**config.mk**
```make
export PLATFORM = sky130hd
export DESIGN_NAME = rep_unit
export DESIGN_NICKNAME = d
export VERILOG_FILES = /design/src/rtl/rep_pkg.sv /design/src/rtl/rep_counter.sv /design/src/rtl/rep_backup_latch.sv /design/src/rtl/rep_fsm.sv /design/src/rtl/rep_irq_hold.sv /design/src/rtl/rep_unit.sv
export SDC_FILE = /design/constraint.sdc
export NUM_CORES = 1
export LEC_CHECK = 0
export ABC_AREA = 0
export BUFFER_PORTS_ARGS = -buffer_cell sky130_fd_sc_hd__buf_2
export CORE_UTILIZATION = 52
export CTS_CLUSTER_DIAMETER = 60
export DETAILED_ROUTE_END_ITERATION = 10
export PLACE_DENSITY = 0.92
export SYNTH_ARGS = -nofsm -noshare
export SYNTH_HDL_FRONTEND = slang
export SYNTH_HIERARCHICAL = 1
export SYNTH_SLANG_ARGS = --single-unit
```
**constraint.sdc**
```tcl
create_clock -name clk -period 2.5 [get_ports clk]
set_input_delay 0 -clock clk [delete_from_list [all_inputs] [get_ports clk]]
set_output_delay 0 -clock clk [all_outputs]
set_load 0.02 [all_outputs]
```
**src/rtl/rep_pkg.sv**
```systemverilog
package rep_pkg;
  typedef enum logic [1:0] {
    ST_IDLE   = 2'd0,
    ST_ARMED  = 2'd1,
    ST_REPLAY = 2'd2
  } rep_state_e;
endpackage

```
**src/rtl/rep_counter.sv**
```systemverilog
module rep_counter #(
  parameter int unsigned CW = 16
) (
  input  logic          clk,
  input  logic          rst_n,
  input  logic          load,
  input  logic [CW-1:0] load_val,
  input  logic          dec,
  output logic          is_one
);
  logic [CW-1:0] cnt_q;

  // A request of zero executions is run once.
  function automatic logic [CW-1:0] effective_count(input logic [CW-1:0] req);
    return (req == '0) ? {{(CW-1){1'b0}}, 1'b1} : req;
  endfunction

  always_ff @(posedge clk or negedge rst_n) begin
    if (!rst_n)    cnt_q <= '0;
    else if (load) cnt_q <= effective_count(load_val);
    else if (dec)  cnt_q <= cnt_q - 1'b1;
  end

  assign is_one = (cnt_q == {{(CW-1){1'b0}}, 1'b1});
endmodule

```
**src/rtl/rep_backup_latch.sv**
```systemverilog
module rep_backup_latch #(
  parameter int unsigned IW = 24
) (
  input  logic          clk,
  input  logic          rst_n,
  input  logic          cap,
  input  logic [IW-1:0] d,
  output logic [IW-1:0] q
);
  always_ff @(posedge clk or negedge rst_n) begin
    if (!rst_n)   q <= '0;
    else if (cap) q <= d;
  end
endmodule

```
**src/rtl/rep_fsm.sv**
```systemverilog
module rep_fsm
  import rep_pkg::*;
(
  input  logic       clk,
  input  logic       rst_n,
  input  logic       rep_valid,
  input  logic       fetch_valid,
  input  logic       cnt_is_one,
  output rep_state_e state,
  output logic       cnt_load,
  output logic       cnt_dec,
  output logic       latch_cap,
  output logic       last_issue
);
  rep_state_e state_d;

  always_comb begin
    state_d    = state;
    cnt_load   = 1'b0;
    cnt_dec    = 1'b0;
    latch_cap  = 1'b0;
    last_issue = 1'b0;
    unique case (state)
      ST_IDLE: begin
        if (rep_valid) begin
          cnt_load = 1'b1;
          state_d  = ST_ARMED;
        end
      end
      ST_ARMED: begin
        if (fetch_valid) begin
          if (cnt_is_one) begin
            last_issue = 1'b1;
            state_d    = ST_IDLE;
          end else begin
            latch_cap = 1'b1;
            cnt_dec   = 1'b1;
            state_d   = ST_REPLAY;
          end
        end
      end
      ST_REPLAY: begin
        if (cnt_is_one) begin
          last_issue = 1'b1;
          state_d    = ST_IDLE;
        end else begin
          cnt_dec = 1'b1;
        end
      end
      default: state_d = ST_IDLE;
    endcase
  end

  always_ff @(posedge clk or negedge rst_n) begin
    if (!rst_n) state <= ST_IDLE;
    else        state <= state_d;
  end
endmodule

```
**src/rtl/rep_irq_hold.sv**
```systemverilog
module rep_irq_hold (
  input  logic clk,
  input  logic rst_n,
  input  logic irq_req,
  input  logic busy,
  output logic pending,
  output logic irq_grant
);
  always_ff @(posedge clk or negedge rst_n) begin
    if (!rst_n)               pending <= 1'b0;
    else if (busy && irq_req) pending <= 1'b1;
    else if (!busy)           pending <= 1'b0;
  end

  assign irq_grant = !busy && (irq_req || pending);
endmodule

```
**src/rtl/rep_unit.sv**
```systemverilog
module rep_unit
  import rep_pkg::*;
#(
  parameter int unsigned IW = 24,
  parameter int unsigned CW = 16
) (
  input  logic          clk,
  input  logic          rst_n,
  input  logic          rep_valid,
  input  logic [CW-1:0] rep_count,
  input  logic [IW-1:0] fetch_word,
  input  logic          fetch_valid,
  input  logic          irq_req,
  output logic [IW-1:0] dec_word,
  output logic          dec_valid,
  output logic          fetch_stall,
  output logic          busy,
  output logic          irq_grant
);
  rep_state_e    state;
  logic          ev_load;
  logic          ev_dec;
  logic          ev_capture;
  logic          ev_last_issue;
  logic          cnt_is_one;
  logic          irq_pending;
  logic [IW-1:0] backup_word;

  rep_fsm u_fsm (
    .clk        (clk),
    .rst_n      (rst_n),
    .rep_valid  (rep_valid),
    .fetch_valid(fetch_valid),
    .cnt_is_one (cnt_is_one),
    .state      (state),
    .cnt_load   (ev_load),
    .cnt_dec    (ev_dec),
    .latch_cap  (ev_capture),
    .last_issue (ev_last_issue)
  );

  rep_counter #(.CW(CW)) u_cnt (
    .clk     (clk),
    .rst_n   (rst_n),
    .load    (ev_load),
    .load_val(rep_count),
    .dec     (ev_dec),
    .is_one  (cnt_is_one)
  );

  rep_backup_latch #(.IW(IW)) u_latch (
    .clk  (clk),
    .rst_n(rst_n),
    .cap  (ev_capture),
    .d    (fetch_word),
    .q    (backup_word)
  );

  assign busy        = (state != ST_IDLE);
  assign fetch_stall = (state == ST_REPLAY);
  assign dec_valid   = fetch_stall || fetch_valid;
  assign dec_word    = fetch_stall ? backup_word : fetch_word;

  rep_irq_hold u_irq (
    .clk      (clk),
    .rst_n    (rst_n),
    .irq_req  (irq_req),
    .busy     (busy),
    .pending  (irq_pending),
    .irq_grant(irq_grant)
  );
endmodule

```
# ---- After elaboration in Yosys (flattened, before gate mapping)
# Cells that the tools add are included.
dict set report totals {
  inputBits 45
  latch_bits 0
  output_inout_bits 28
  ramBits 0
  reg_bits 43
  rom_bits 0
  word_cells 39
  n_memories 0
}
dict set report op_classes {
  eq_ne 7
  bitwise 0
  order_cmp 0
  div_mod_pow 0
  n_addsub 1
  mux 17
  n_reduce_logical 10
  shifts 0
  n_mul 0
}
# op count
set ops {}
lappend ops {{16-bit two-way mux} 3}
lappend ops {{24-bit two-way mux} 1}
lappend ops {{16-bit by 1-bit equality test with 1-bit output, second input constant} 1}
lappend ops {{16-bit logical NOT} 1}
lappend ops {{16-bit by 1-bit subtractor with 16-bit output, second input constant} 1}
lappend ops {{2-bit two-way mux} 4}
lappend ops {{1-bit two-way mux} 7}
lappend ops {{2-bit != test, second input constant} 3}
lappend ops {{2-bit one-hot mux with 3 select lines} 1}
lappend ops {{2-bit nonzero test} 2}
lappend ops {{3-bit AND reduction} 1}
lappend ops {{2-bit by 1-bit equality test with 1-bit output, second input constant} 1}
lappend ops {{2-bit equality test, second input constant} 1}
lappend ops {{1-bit logical AND} 2}
lappend ops {{2-bit logical NOT} 1}
lappend ops {{1-bit logical OR} 2}
lappend ops {{2-bit by 1-bit != test with 1-bit output, second input constant} 1}
lappend ops {{1-bit one-hot mux with 2 select lines} 1}
lappend ops {{1-bit logical NOT} 1}

# ---- Logic depth before layout (Yosys ltp)
# Gate-level depths: netlist of the first run.
dict set report depth {
  word_depth 6
  depth_mapped 9
  mapped_depth_nobuf 9
}

# ---- Modules after synthesis
# The synthesis of the first run kept the hierarchy.
# mod area_per_inst_um2 cells_per_inst seq_area_each_um2 instances
set modules_own_cells {}
lappend modules_own_cells {rep_backup_latch 997.2 51 600.6 1}
lappend modules_own_cells {rep_counter 967.2 109 400.4 1}
lappend modules_own_cells {rep_unit 415.4 30 0.0 1}
lappend modules_own_cells {rep_fsm 198.9 22 50.0 1}
lappend modules_own_cells {rep_irq_hold 42.5 3 25.0 1}

# ---- Worst setup path after synthesis of the first run
# No wires, ideal clock.
dict set report synth_path {
  kind {register to register}
  start {register u_fsm.state[0]}
  end {register u_cnt.cnt_q[15]}
  path_buffers 0
  setup_ns 0.082
  arrival_time_ns 2.010
  period_less_slack_ns 2.092
  required_time_ns 2.418
  path_stages_with_launch 9
  path_slack_ns 0.408
  path_cell_list {dfrtp_1 > inv_1 > ha_1 > nand2_1 > nor2_1 > nor3b_2 > nand3b_1 > or3_1 > a31oi_1}
}
dict set report synth_via {
  elab_chain_len 3
  word_cells_on_any_way 7
  cone_classes {eq/ne: 2; mux: 3; reduce/logical: 2}
}
# item line_no
set synth_lines {}
lappend synth_lines {{start: declaration} rep_fsm.sv:9} ;# output rep_state_e state,
lappend synth_lines {{start signal: assignment} rep_fsm.sv:56} ;# else state <= state_d;
lappend synth_lines {{2-bit equality test / 2-bit by 1-bit equality test with 1-bit output (equally long branches)} rep_fsm.sv:23} ;# unique case (state)
lappend synth_lines {{1-bit one-hot mux with 2 select lines *} rep_fsm.sv:23}
lappend synth_lines {{net ev_dec} rep_unit.sv:22} ;# logic ev_dec;
lappend synth_lines {{2-bit nonzero test (no source line) *} n/a}
lappend synth_lines {{end signal: assignment} rep_counter.sv:20} ;# else if (load) cnt_q <= effective_count(load_val);
lappend synth_lines {{end signal: assignment} rep_counter.sv:21} ;# else if (dec) cnt_q <= cnt_q - 1'b1;
lappend synth_lines {{end: declaration} rep_counter.sv:11} ;# logic [CW-1:0] cnt_q;
# Mark *: on every way through the listed nets, which the timed path passes. The rest lies on a longest branch.
# A chain may end at the register's enable or synchronous reset.

# ---- Final worst setup path of the first run
dict set report layout_path {
  start {register u_fsm.state[1]}
  end {register u_cnt.cnt_q[15]}
}
# The elaborated chain is that of the path after synthesis.

==> impl_metrics.ini, run 1 <==
[routing]
route.met3.wl_microns = 305
detail_route.wirelength_microns = 6920
final_antenna_net_count = 0
top_layer_used = met4
met2WireLength_microns = 3630
routed-via-count = 2186
viasPerCell = 5.48
met1_length_microns = 2730
drt-initial-drc-count = 91
routed_wire_length_per_instance_microns = 17.3
detail_route.first_pass.iterations = 4
drc = 0

[die]
floorplan.initialDensity_pct = 54.7
fp.dieW_microns = 73.0
dieHeight_microns = 73.0
rows = 25
pin_count = 73
core_area_sq_mm = 0.00479
die_area_sq_mm = 0.00532

[timing]
final-max-slew-violation-count = 0
worst-slew-pin-transition_ns = 0.969
final-hold-violation-count = 0
period_minus_slack_ns = 2.37
max_freq_mhz = 422
finalSetupViolations = 0
final.setup.worst_slack_ns = 0.132
fin_hold_ws_ns = 0.185
min_period_over_period_pct = 94.7
relSlewSlack_pct = 35.4
worst_clock_skew_ns = 0.00916

[hold_path]
hold_path.class = in -> reg

[placement]
gp_congestion = 0.857
place.detailed.hpwl_microns = 3790
port-buffer-count = 72
post-place-ws_ns = 0.148

[cells_and_area]
multiInputGateArea_sq_mm = 0.00141
drive_above_1_share_pct = 43.5
final_net_count = 382
areaGrowthSynthToFinish_pct = 35.7
layout.area.seq_sq_mm = 0.00108
n_fill_cell = 305

[cts]
clock_insertion_delay_at_the_later_pin_of_the_skew_report_ns = 0.30
clock-sinks = 43
clk_pin_slew_ns = 0.08
cts_tree = built
ctsRootBufferMaster = clkbuf_8
clk_path_buf_depth = 2
cts_inserted_buffers = 5
cts_max_level = 2

[global_route]
global_route.usage.total_pct = 26.2
globalRoute.totalOverflow = 0
grt_first_pass_wirelength_microns = 10500
antenna_found_initial = 1
first_global_vias = 2187
grt_start_max_net_pins = 44

[logic_synthesis]
mappedNetlistArea_sq_mm = 0.00262
yosysWarningCount = 6
netlist_instances = 214
postSynthAreaPerCell_sq_um = 12.2
synthesis.nets = 266

[worst_setup_path]
critical_path.endpoint_type = flop
worst-setup-path-type = reg -> reg
worst-endpoint-arrival_ns = 2.59
crit_start_category = flop
r2r_setup_slk_ns = 0.13
worst_path_required_ns = 2.72
worstPathMaxFanout = 7

[pwr]
power.density_mw_per_mm2 = 412
irDropWorstVdd_mv = 0.309
total_leakage_power_nw = 1.76

[run_status]
outcome = completed

[job]
max-cap-violations = 0
-- placed cells by master (no fill, tap or decap), types with 2 or more instances in the layout --
| master | n |
|---|---|
| bufinv_16 | 2 |
| nor4_4 | 2 |
| dfrtp_1 | 43 |
| xnor2_1 | 6 |
| nand3_1 | 5 |
| mux2_4 | 38 |
| buf_4 | 3 |
| nor4_1 | 6 |
| nand2_1 | 18 |
| buf_2 | 72 |
| or2_2 | 2 |
| a31oi_1 | 2 |
| inv_1 | 9 |
| dlygate4sd3_1 | 42 |
| o21ai_0 | 13 |
| clkbuf_8 | 5 |
| nor3_1 | 2 |
| nor2_1 | 8 |
| xor2_1 | 5 |
| mux2_2 | 10 |
| a21o_1 | 2 |
| nand4_1 | 2 |
| or3_1 | 4 |
| ha_1 | 7 |
-- sequential cells by signal, summed over array words and instances (netlist names) --
name           flops
u_irq/pending      1
u_latch/q         24
u_cnt/cnt_q       16
u_fsm/state        2
-- critical path: stages, from the launching register on --
cell and delay, ns:
dfrtp_1 0.41, inv_1 0.15, ha_1 0.22, a21o_1 0.13, nand2_1 0.05, nor2_1 0.34, nor3b_4 0.40, nand3b_1 0.12
or3_1 0.31, a31oi_1 0.16
-- final timing paths --
kind	endpoint	cells past startpoint	startpoint
max in group asynchronous	u_latch/q[10]	2	rst_n
max reg2reg	u_cnt/cnt_q[15]	9	u_fsm/state[1]
min reg2reg	u_irq/pending	1	u_irq/pending
min in group asynchronous	u_cnt/cnt_q[8]	2	rst_n
min	u_fsm/state[1]	4	fetch_valid
max	u_cnt/cnt_q[15]	9	u_fsm/state[1]
-- per-stage QoR --
step	util [%]	TNS (ns)	instances	area, sq um	total power, W
2_1_floorplan	-	0	214	2620	0.000713
3_3_place_gp	62.1	0	348	2970	0.000769
3_5_place_dp	62.1	0	348	2970	0.000772
4_1_cts	73.8	0	398	3530	0.00147
5_1_grt	74.2	-0.0242	399	3550	0.00150
6_report	74.2	0	399	3550	0.00146
-- cell type report --
| cell class | instances | share of cell area (%) |
|---|---|---|
| diodes | 1 | 0.0705 |
| clock buffers | 5 | 1.94 |
| clock inverters | 3 | 1.90 |
| inverters | 10 | 1.06 |
| multi-input cells | 153 | 39.7 |
| flip-flops and latches | 43 | 30.3 |
| well taps | 67 | 2.36 |
| repair buffers | 117 | 22.6 |
-- timing repair --
item,in CTS,in global routing
endpoints found under the setup margin,0,19
resized for setup,0,3
hold endpoints to repair,84,0
hold buffers,42,0
buffers inserted,0,0
-- power by group --
group / total [W] / switching (W) / leakage [nW] / internal [W]
clock: 0.000649 / 0.000250 / 0.0644 / 0.000398
combinational: 0.000118 / 0.0000477 / 1.16 / 0.0000702
sequential: 0.000695 / 0.0000000000000000000346 / 0.534 / 0.000695
total: 0.00146 / 0.000298 / 1.75 / 0.00116
-- metal layers --
layer / global-route usage [%] / vias to the layer above
li1: - / 996
met1: 30.6 / 1077
met2: 46.0 / 89
met3: 4.97 / 24
met4: 13.3 / 0
met5: 0 / -
No activity file was read; power rests on OpenSTA's default activity.
==> inputs of run 2 (changes only) <==
--- a/config.mk
+++ b/config.mk
@@ -7,11 +7,10 @@
 export LEC_CHECK = 0
 export ABC_AREA = 0
 export BUFFER_PORTS_ARGS = -buffer_cell sky130_fd_sc_hd__buf_2
-export CORE_UTILIZATION = 52
+export CORE_UTILIZATION = 51
 export CTS_CLUSTER_DIAMETER = 60
 export DETAILED_ROUTE_END_ITERATION = 10
-export PLACE_DENSITY = 0.92
+export PLACE_DENSITY = 0.91
 export SYNTH_ARGS = -nofsm -noshare
 export SYNTH_HDL_FRONTEND = slang
-export SYNTH_HIERARCHICAL = 1
 export SYNTH_SLANG_ARGS = --single-unit
==> run 2 against run 1 <==
Compared with the run above:
- die area down 5.0%
- global-route usage grew 2.5 points
- combinational power rose to 13 times the previous value
==> impl_metrics.ini, run 2 <==
[die]
core_area_sq_mm = 0.00447
pin_count = 73
fp.dieW_microns = 71.1
floorplan.initialDensity_pct = 54.4
die_area_sq_mm = 0.00506
rows = 24
dieHeight_microns = 71.1

[hold_path]
hold_path.class = in -> reg
timing.hold.worst_endpoint = u_fsm.state[0]
depth_of_the_worst_hold_timing_path = 3
hp-start = rep_valid

[global_route]
grt_first_pass_wirelength_microns = 11000
first_global_vias = 2240
globalRoute.totalOverflow = 0
antenna_found_initial = 0
grt_start_max_net_pins = 44
global_route.usage.total_pct = 28.7

[cts]
cts_tree = built
cts_max_level = 2
ctsRootBufferMaster = clkbuf_8
clock-sinks = 43
clock_insertion_delay_at_the_later_pin_of_the_skew_report_ns = 0.31
clk_path_buf_depth = 2
cts_inserted_buffers = 5
clk_pin_slew_ns = 0.09

[logic_synthesis]
netlist_top_cells_area = dfrtp_1 44%, mux2_2 21%, a21oi_1 3.3%
mappedNetlistArea_sq_mm = 0.00244
yosysMostFrequentCell = mux2_2
postSynth.topFlopCell = dfrtp_1
yosysWarningCount = 0
synth_top_area_cell = dfrtp_1
synth_top_cell_area_share_pct = 44.2
netlist_instances = 217
synthesis.nets = 267
netlist-cell-type-count = 43
synth-seq-area-share_pct = 44.2
postSynthAreaPerCell_sq_um = 11.2
synth_edf_count = 0
synth-async-reset-ratio_pct = 100
synth.cells.most_frequent = 46 x mux2_2, 43 x dfrtp_1, 21 x nor2_1, 16 x a21oi_1, 7 x clkbuf_1
synth.ff_latch_count = 43

[timing]
worst_clock_skew_ns = 0.0169
min_period_over_period_pct = 91.1
max_freq_mhz = 439
fin_hold_ws_ns = 0.0306
fin_tns_setup_ns = 0
grt_setup_unrepaired = false
final-max-slew-violation-count = 0
worst-slew-pin-transition_ns = 0.952
finalSetupViolations = 0
final-hold-violation-count = 0
period_minus_slack_ns = 2.28
relSlewSlack_pct = 36.5

[cells_and_area]
reg_top3 = u_latch.q: 24 flops, u_cnt.cnt_q: 16 flops, u_fsm.state: 2 flops
areaGrowthSynthToFinish_pct = 37.1
commonest_non_fill_non_tap_cells_in_the_layout = 72 x buf_2, 46 x mux2_2, 43 x dfrtp_1
final_net_count = 381
multiInputGateArea_sq_mm = 0.00129
drive_above_1_share_pct = 42.5
antenna_diode_instance_count = 0
n_fill_cell = 282
mostFrequentLayoutCell = buf_2
largest_reg_flops = 24
finish.cell_count_without_fillers = 384
top_register = u_latch.q
layout.area.seq_sq_mm = 0.00108

[pwr]
power.density_mw_per_mm2 = 971
total_leakage_power_nw = 1.49
irDropWorstVdd_mv = 0.472

[routing]
detail_route.first_pass.iterations = 6
final_antenna_net_count = 0
routed_wire_length_per_instance_microns = 17.7
viasPerCell = 5.73
detail_route.wirelength_microns = 6790
drc = 0
routed-via-count = 2199
drt-initial-drc-count = 132

[worst_setup_path]
crit_start_category = flop
timing.reg2reg.worst_path_depth = 8
worst_path_required_ns = 2.74
worst-endpoint-arrival_ns = 2.52
r2r_setup_slk_ns = 0.22
worst_r2r_startpoint = u_cnt.cnt_q[1]
worst-setup-path-type = reg -> reg
critical_path.endpoint_type = flop
timing.rr.end = u_cnt.cnt_q[1]
worstPathMaxFanout = 11

[placement]
port-buffer-count = 72
place.detailed.instances = 334
gp_congestion = 0.853
place.detailed.hpwl_microns = 3760

[job]
max-cap-violations = 0

[run_status]
outcome = completed
## run 2: worst max path at each step
| stage | depth (start not counted) | endpoint | slack (ns) | start |
|---|---|---|---|---|
| 6_report | 8 | u_cnt.cnt_q[1] | 0.22 | u_cnt.cnt_q[1] |
| 5_1_grt | 8 | u_cnt.cnt_q[2] | 0.13 | u_cnt.cnt_q[1] |
| 4_1_cts | 6 | u_latch.q[20] | 0.01 | u_cnt.cnt_q[0] |
| 3_5_place_dp | 6 | u_latch.q[20] | 0.03 | u_cnt.cnt_q[0] |
| 3_3_place_gp | 6 | u_latch.q[7] | 0.15 | u_cnt.cnt_q[0] |
| 2_1_floorplan | 8 | u_latch.q[19] | 0.49 | u_cnt.cnt_q[1] |
## run 2: through the flow
stage	power (W)	utilization (%)	worst slack, ns	cell area (sq um)
after floorplan	0.00229	-	0.491	2440
after global placement	0.00256	63.1	0.146	2820
after detailed placement	0.00264	63.1	0.0282	2820
after CTS	0.00313	74.4	0.0109	3330
after global routing	0.00344	74.7	0.132	3340
final	0.00324	74.7	0.221	3340
## run 2: area by class of cell
type | count | area share, %
Inverter | 5 | 0.562
Timing Repair Buffer | 117 | 24.0
Sequential cell | 43 | 32.2
Tap cell | 52 | 1.95
Clock inverter | 2 | 0.375
Clock buffer | 6 | 2.17
Multi-Input combinational cell | 159 | 38.7
## run 2: worst max-delay path, stage by stage, from the launching register on
cell,delay (ns)
dfrtp_1,0.38
inv_1,0.10
ha_1,0.18
or3b_2,0.50
or2_4,0.28
buf_4,0.19
o211ai_2,0.22
mux2i_1,0.24
a22o_1,0.14
## run 2: layer usage
| metal | global-route usage (%) | wire length, microns |
|---|---|---|
| met5 | 0 | 0 |
| met1 | 35.3 | 2600 |
| met4 | 14.9 | 297 |
| met3 | 7.41 | 461 |
| met2 | 46.9 | 3430 |
## run 2: what timing repair did
action / in CTS / in global routing
buffers inserted: 0 / 0
endpoints found under the setup margin: 0 / 25
resized for setup: 0 / 2
hold buffers: 42 / 0
hold endpoints to repair: 84 / 0
## run 2: logic make-up after synthesis
group	Yosys count	synth area share, %
and+or+nand+nor	57	12.9
AOI/OAI and AO/OA	34	8.99
muxes	52	24.2
adders and majority gates	5	2.57
xor gates and xnor gates	11	3.95
DFF	43	44.2
buffers and inverters	15	3.24
## run 2: power breakdown
group,internal (W),leakage (nW),total [W],switching (W)
registers,0.00104,0.500,0.00131,0.000266
clock network,0.000196,0.0412,0.000459,0.000263
logic,0.000717,0.948,0.00148,0.000758
